<file path="config.mk">
export PLATFORM = sky130hd
export DESIGN_NAME = cfg_guard
export DESIGN_NICKNAME = d
export VERILOG_FILES = /design/src/rtl/cfg_guard_pkg.sv /design/src/rtl/cfg_guard_decode.sv /design/src/rtl/cfg_guard_window.sv /design/src/rtl/cfg_guard.sv
export SDC_FILE = /design/constraint.sdc
export NUM_CORES = 1
export LEC_CHECK = 0
export BUFFER_PORTS_ARGS = -buffer_cell sky130_fd_sc_hd__clkbuf_2
export CAP_MARGIN = 20
export CORE_UTILIZATION = 37
export CTS_CLUSTER_DIAMETER = 40
export DETAILED_ROUTE_END_ITERATION = 10
export PLACE_DENSITY = 0.82
export SLEW_MARGIN = 20
export SYNTH_ARGS = -nofsm -noshare
export SYNTH_HDL_FRONTEND = slang
export SYNTH_SLANG_ARGS = --single-unit
</file>
<file path="constraint.sdc">
create_clock -name clk_i -period 2.11 [get_ports clk_i]
set_input_delay 0.422 -clock clk_i [delete_from_list [all_inputs] [get_ports clk_i]]
set_output_delay 0.422 -clock clk_i [all_outputs]
set_load 0.03 [all_outputs]
</file>
<file path="src/rtl/cfg_guard_pkg.sv">
package cfg_guard_pkg;
  typedef enum logic [1:0] {
    MODE_NONE = 2'd0,
    MODE_IO   = 2'd1,
    MODE_NVM  = 2'd2
  } guard_mode_e;
endpackage

</file>
<file path="src/rtl/cfg_guard_decode.sv">
module cfg_guard_decode #(
  parameter int unsigned     AW        = 16,
  parameter logic [AW-1:0]   KEY_ADDR  = 16'h0034,
  parameter logic [AW-1:0]   IO_LIMIT  = 16'h1000,
  parameter logic [AW-1:0]   PROT_BASE = 16'h0040,
  parameter int unsigned     PROT_NUM  = 8
) (
  input  logic [AW-1:0] addr_i,
  output logic          key_hit_o,
  output logic          io_space_o,
  output logic          prot_hit_o
);
  localparam logic [AW-1:0] PROT_END = AW'(PROT_BASE + AW'(PROT_NUM));

  assign key_hit_o  = (addr_i == KEY_ADDR);
  assign io_space_o = (addr_i < IO_LIMIT);
  assign prot_hit_o = (addr_i >= PROT_BASE) && (addr_i < PROT_END);
endmodule

</file>
<file path="src/rtl/cfg_guard_window.sv">
module cfg_guard_window
  import cfg_guard_pkg::*;
#(
  parameter int unsigned WIN_LEN = 4
) (
  input  logic        clk_i,
  input  logic        rst_ni,
  input  logic        sig_io_i,
  input  logic        sig_nvm_i,
  input  logic        bad_key_i,
  input  logic        retire_i,
  input  logic        cancel_io_i,
  input  logic        cancel_nvm_i,
  output guard_mode_e mode_o
);
  localparam int unsigned CW = $clog2(WIN_LEN + 1);

  guard_mode_e   mode_q, mode_d;
  logic [CW-1:0] cnt_q, cnt_d;
  logic          cancel;

  assign cancel = (mode_q == MODE_IO  && cancel_io_i) ||
                  (mode_q == MODE_NVM && cancel_nvm_i);

  always_comb begin
    mode_d = mode_q;
    cnt_d  = cnt_q;
    if (sig_io_i) begin
      mode_d = MODE_IO;
      cnt_d  = CW'(WIN_LEN);
    end else if (sig_nvm_i) begin
      mode_d = MODE_NVM;
      cnt_d  = CW'(WIN_LEN);
    end else if (bad_key_i || cancel) begin
      mode_d = MODE_NONE;
      cnt_d  = '0;
    end else if (mode_q != MODE_NONE && retire_i) begin
      if (cnt_q <= CW'(1)) begin
        mode_d = MODE_NONE;
        cnt_d  = '0;
      end else begin
        cnt_d = cnt_q - CW'(1);
      end
    end
  end

  always_ff @(posedge clk_i or negedge rst_ni) begin
    if (!rst_ni) begin
      mode_q <= MODE_NONE;
      cnt_q  <= '0;
    end else begin
      mode_q <= mode_d;
      cnt_q  <= cnt_d;
    end
  end

  assign mode_o = mode_q;
endmodule

</file>
<file path="src/rtl/cfg_guard.sv">
module cfg_guard
  import cfg_guard_pkg::*;
#(
  parameter int unsigned   AW        = 16,
  parameter logic [AW-1:0] KEY_ADDR  = 16'h0034,
  parameter logic [AW-1:0] IO_LIMIT  = 16'h1000,
  parameter logic [AW-1:0] PROT_BASE = 16'h0040,
  parameter int unsigned   PROT_NUM  = 8,
  parameter int unsigned   CE_BIT    = 0,
  parameter logic [7:0]    SIG_IO    = 8'hA5,
  parameter logic [7:0]    SIG_NVM   = 8'h5A,
  parameter int unsigned   WIN_LEN   = 4
) (
  input  logic          clk_i,
  input  logic          rst_ni,
  input  logic          cpu_wr_i,
  input  logic          dma_wr_i,
  input  logic [AW-1:0] addr_i,
  input  logic [7:0]    wdata_i,
  input  logic          retire_i,
  input  logic          ins_store_i,
  input  logic          ins_load_i,
  input  logic          ins_sleep_i,
  input  logic          fuse_lock_i,
  output logic          io_open_o,
  output logic          nvm_open_o,
  output logic          prot_wr_o,
  output logic          irq_hold_o,
  output logic [1:0]    mode_o
);
  logic        key_hit, io_space, prot_hit;
  logic        key_wr, sig_io, sig_nvm, bad_key;
  logic        other_wr, cancel_io, cancel_nvm;
  guard_mode_e mode;

  cfg_guard_decode #(
    .AW(AW), .KEY_ADDR(KEY_ADDR), .IO_LIMIT(IO_LIMIT),
    .PROT_BASE(PROT_BASE), .PROT_NUM(PROT_NUM)
  ) u_decode (
    .addr_i     (addr_i),
    .key_hit_o  (key_hit),
    .io_space_o (io_space),
    .prot_hit_o (prot_hit)
  );

  // DMA strobe never reaches the key or cancel logic
  assign key_wr   = cpu_wr_i && key_hit;
  assign sig_io   = key_wr && (wdata_i == SIG_IO);
  assign sig_nvm  = key_wr && (wdata_i == SIG_NVM);
  assign bad_key  = key_wr && !sig_io && !sig_nvm;
  assign other_wr = cpu_wr_i && !key_hit;

  assign cancel_io  = other_wr ||
                      (retire_i && (ins_store_i || ins_load_i || ins_sleep_i));
  assign cancel_nvm = (other_wr && !io_space) || (retire_i && ins_sleep_i);

  cfg_guard_window #(.WIN_LEN(WIN_LEN)) u_window (
    .clk_i        (clk_i),
    .rst_ni       (rst_ni),
    .sig_io_i     (sig_io),
    .sig_nvm_i    (sig_nvm),
    .bad_key_i    (bad_key),
    .retire_i     (retire_i),
    .cancel_io_i  (cancel_io),
    .cancel_nvm_i (cancel_nvm),
    .mode_o       (mode)
  );

  assign io_open_o  = (mode == MODE_IO);
  assign nvm_open_o = (mode == MODE_NVM);
  assign irq_hold_o = (mode != MODE_NONE);
  assign mode_o     = mode;
  assign prot_wr_o  = other_wr && io_open_o && prot_hit &&
                      wdata_i[CE_BIT] && !fuse_lock_i;
endmodule

</file>
Word level (Yosys, flattened, before mapping)
Cells that the tools add are included.
- register bits: 5
- bits of input ports: 33
- word-level logic and storage cells: 54
- add/subtract/negate cells: 1
- order comparisons: 4
- equal/unequal tests: 5
- mux-type cells: 10
- reduce and logical (&&, ||, !) cells: 32
- operators by type and width (operator ; number):
    $logic_and 1x1->1 ; 17
    $eq 16x6->1 const B ; 1
    $ge 16x7->1 const B ; 1
    $lt 16x13->1 const B ; 1
    $lt 16x7->1 const B ; 1
    $mux 3 ; 5
    $mux 2 ; 5
    $eq 8x7->1 const B ; 1
    $eq 8x8->1 const B ; 1
    $reduce_bool 4->1 ; 2
    $logic_or 1x1->1 ; 6
    $logic_not 1->1 ; 5
    $le 3x1->1 const B ; 1
    $sub 3x1->3 const B ; 1
    $eq 2x1->1 const B ; 1
    $eq 2x2->1 const B ; 1
    $reduce_and 2->1 ; 1
    $reduce_bool 2->1 ; 1

Depth between registers and ports, before layout
- depth in word-level cells: 11
- depth in mapped cells: 7
- gate-level depth less buffers: 7

Hierarchy
Synthesis repeated with hierarchy kept, for this count alone.
- cells, all modules: 65
- area total of the unflattened synthesis: 524.3 um^2
- by module, submodules not included (module ; times used ; cells an instance ; area an instance (um^2) ; seq. area each (um^2)):
    cfg_guard_window ; 1 ; 36 ; 310.3 ; 125.1
    cfg_guard ; 1 ; 21 ; 138.9 ; 0.0
    cfg_guard_decode ; 1 ; 8 ; 75.1 ; 0.0

Worst setup path before layout
Ideal clock, no wire load.
- path type: reg-to-output
- start point: register u_window.mode_q[0], in the netlist u_window.mode_o[0]
- end point: output port prot_wr_o
- data arrival time: 2242 ps
- required time: 1688 ps
- slack: -554 ps
- cell stages (with the launch flop): 4
- buffers on the path: 0
- cells stage by stage: dfrtp_1 -> nor2b_1 -> nand2_1 -> nor4_1
- longest elaborated chain between the ends: 5
- RTL lines (item ; RTL line ; text):
    from (decl) ; cfg_guard_window.sv:18 ; guard_mode_e mode_q, mode_d;
    from (signal assigned) ; cfg_guard_window.sv:52 ; mode_q <= mode_d;
    $eq 2x1->1 ; cfg_guard.sv:69 ; assign io_open_o = (mode == MODE_IO);
    net io_open_o ; cfg_guard.sv:25 ; output logic io_open_o,
    $logic_and 1x1->1 (3 in series) ; cfg_guard.sv:73 ; assign prot_wr_o = other_wr && io_open_o && prot_hit &&
    $logic_and 1x1->1 ; cfg_guard.sv:74 ; wdata_i[CE_BIT] && !fuse_lock_i;
    to (decl) ; cfg_guard.sv:27 ; output logic prot_wr_o,
The timed path passes the listed nets, and every way through them passes these cells.

Worst setup path after layout
- start point: input port addr_i[13]
- end point: output port prot_wr_o
- longest elaborated chain between the ends: 7
- elaborated cells between the ends (all ways): 10
- RTL lines (item ; RTL line ; text):
    from (decl) ; cfg_guard.sv:18 ; input logic [AW-1:0] addr_i,
    branches (longest 4 deep; another with $ge 16x7->1) ; - ;
    $logic_and 1x1->1 * (2 in series) ; cfg_guard.sv:73 ;
    $logic_and 1x1->1 * ; cfg_guard.sv:74 ;
Every way passes the cells marked *.

==> results.toml <==
[status]
run_status = "complete, no violations"

[power]
p_comb_frac = 0.192
ir_drop_v = 0.000198
sequentialPowerShare = 0.367
p_leak_nw = 0.385
p_switching_mw = 0.0639
power.density_nw_per_um2 = 338
pwr-share-clk = 0.441
p_int_mw = 0.198
swShare = 0.244

[critical_path]
crit_arrival_ns = 1.57
cpPeakStageDelay_ns = 0.32
reg2reg_depth = 6
cp_common_cell = "clkbuf_2"
end_kind = "primary output"
worstSetupPathType = "in2out"
cp_max_fo = 3
worstSetupStartpointType = "input pin"
cp_slowest_cell = "nor4_2"
critPathTopFamily = "simple AND/OR/NAND/NOR gates"
path_buf_inv = 2
crit_chain = "clkbuf_2 -> nor4_2 -> nand3_1 -> nor4_4 -> clkbuf_2"
path_depth = 5
crit_required_ns = 1.69

[detailed_routing]
drt_iter0_drc = 5
dr.pass1.iters = 4
drt_wl_total_mm = 1.24
drtAntennaViolNets = 0
dr_total_vias = 628
vias_per_cell = 5.28
drc_errors = 0
wl_per_cell_um = 10.4

[timing]
layout_min_cycle_time_ns = 1.99
setup_viol = 0
finalCritPeriodShare = 0.943
slew_headroom = 0.766
clock.fmax_mhz = 503
rsz0062_at_grt = "false"
finClkSkew_ns = 0.00618
hold_viol = 0
tightest_slew_ns = 0.346
tns_ns = 0
drv_slew = 0

[clocking]
cts_root_buffer = "clkbuf_4"
post-cts-setup-buffers = 0
cts_tree = "done"
cts-htree-levels = 1
cts_made_buffers = 3
clk_latency_ns = 0.25
clock-sinks = 5
cts_buffer_depth = 2
clk_pin_slew_ns = 0.04

[global_routing]
grt_pass1_wl_mm = 2.17
overflow = 0
antenna_found_initial = 0
grt_pass1_vias = 592
grt_max_degree = 7
grtUsageTotal = 0.209

[logic_synthesis]
synth.distinct_cells = 29
async_flop_share = 1.00
syn_area_per_cell_sq_um = 8.05
synth_top_area_frac = 0.251
synth_edf_count = 0
synth_area_leader_cell = "dfrtp_1"
synthTopCellsByArea = "dfrtp_1 25%, or4bb_1 6.8%, nand2_1 5.3%, a21oi_1 5.0%, ha_1 5.0%"
synth_seq_area_share = 0.251
netlist_area_sq_um = 499
yosys_warnings = 0
synth_nets = 97
synth_ff_type = "dfrtp_1"
netlist_instances = 62
ys_ff_latch = 5

[cells_and_area]
n_fill_cell = 91
diodes = 0
final_cells = 119
design_area_sq_um = 776
fin_nets = 141
regArea_sq_um = 125
areaGrowthSynthToFinish_pct = 55.4
drive_gt1_frac = 0.467
multi_input_area_sq_um = 389

[placed_design]
hpwl_mm = 1.03
dpl_cell_area_sq_um = 727
portBuffers = 37
dp_cells = 114
globalplace.congestion = 0.730

[floorplanning]
dieArea_sq_um = 1500
fp-row-count = 12
start_util = 0.421
die_h_um = 38.7
io_pins = 39
fp.dieW_um = 38.7
core-area_sq_um = 1190

[min_path]
hold_class = "in2reg"
min_path_cells = 4

[run]
cap_violations = 0
==> layout by cell type, fill, tap and decap left out, types with 3 or more instances in the layout <==
cell type,instances
a21oi_1,5
clkbuf_2,37
clkbuf_4,3
dfrtp_1,5
inv_1,4
nand2_1,7
nor2_1,5
o21ai_0,3
or4bb_1,3
==> area by class of cell <==
class	count	share of cell area
Clock buffer	4	0.0339
Multi-Input combinational cell	53	0.502
Tap cell	14	0.0226
Timing Repair Buffer	39	0.261
Sequential cell	5	0.161
Inverter	4	0.0194
==> routing by layer <==
layer | global-route usage | part of all wire
met3 | 0.0520 | 0.062
met5 | 0 | 0
met2 | 0.375 | 0.48
met4 | 0.0517 | 0.0081
met1 | 0.243 | 0.45
==> worst reg2reg max path, stage by stage (launching register included) <==
cell      delay [ns]
dfrtp_1         0.42
ha_1            0.24
o21bai_1        0.17
and3_1          0.18
a311oi_1        0.31
nand2_1         0.10
mux2i_1         0.13
==> Yosys cell counts (all sizes together), types with 2 or more instances <==
library cell and n:
dfrtp 5, nor4 3, and3 2, inv 4, nand2 7, o21ai 3, nor4bb 2, nor2b 2
nand3 2, o22ai 2, nor2 5, or4bb 3, a21oi 5, ha 2, or3 3
==> cells by family (layout without fill, tap and decap cells) <==
family          Yosys count  after routing  synth area share
mux                       1              1            0.0201
compound gates           16             16             0.228
buf+inv                   4             47            0.0301
simple gates             34             34             0.421
fa+ha+maj                 2              2            0.0501
flops                     5              5             0.251
==> registers in the layout, summed over array words and instances (netlist names) <==
name / count
u_window.cnt_q: 3
u_window.mode_o: 2
==> through the flow <==
stage / util / power [mW] / setup slack, ns / hold slack (ns)
after detailed placement: 0.613 / 0.145 / 0.104 / 0.241
after floorplan: - / 0.109 / 0.106 / 0.126
after CTS: 0.643 / 0.261 / 0.103 / 0.469
after global placement: 0.613 / 0.143 / 0.0980 / 0.240
after global routing: 0.654 / 0.272 / 0.0407 / 0.507
final: 0.654 / 0.262 / 0.120 / 0.467
==> path summary, 6_finish.rpt <==
path | startpoint | to | slack (ns)
worst max register to register | u_window.cnt_q[0] | u_window.mode_o[1] | 0.48
worst min register to register | u_window.cnt_q[1] | u_window.cnt_q[1] | 0.56
worst min-delay path | wdata_i[7] | u_window.mode_o[1] | 0.47
worst max-delay path | addr_i[13] | prot_wr_o | 0.12
min in group asynchronous | rst_ni | u_window.cnt_q[0] | 0.52
max in group asynchronous | rst_ni | u_window.cnt_q[2] | 1.46
==> repair_timing <==
item,CTS,global route
resized for setup,0,2
hold endpoints to repair,5,0
hold buffers,1,0
setup endpoints to repair,0,1
==> power groups by stage <==
stage | logic, mW | registers [mW] | clock network [mW]
2_1_floorplan | 0.0117 | 0.0977 | 0
4_1_cts | 0.0485 | 0.0962 | 0.116
5_1_grt | 0.0567 | 0.0961 | 0.119
3_3_place_gp | 0.0451 | 0.0976 | 0
3_5_place_dp | 0.0469 | 0.0976 | 0
6_report | 0.0502 | 0.0961 | 0.116
Note: power is estimated with default switching activity, not from simulation.
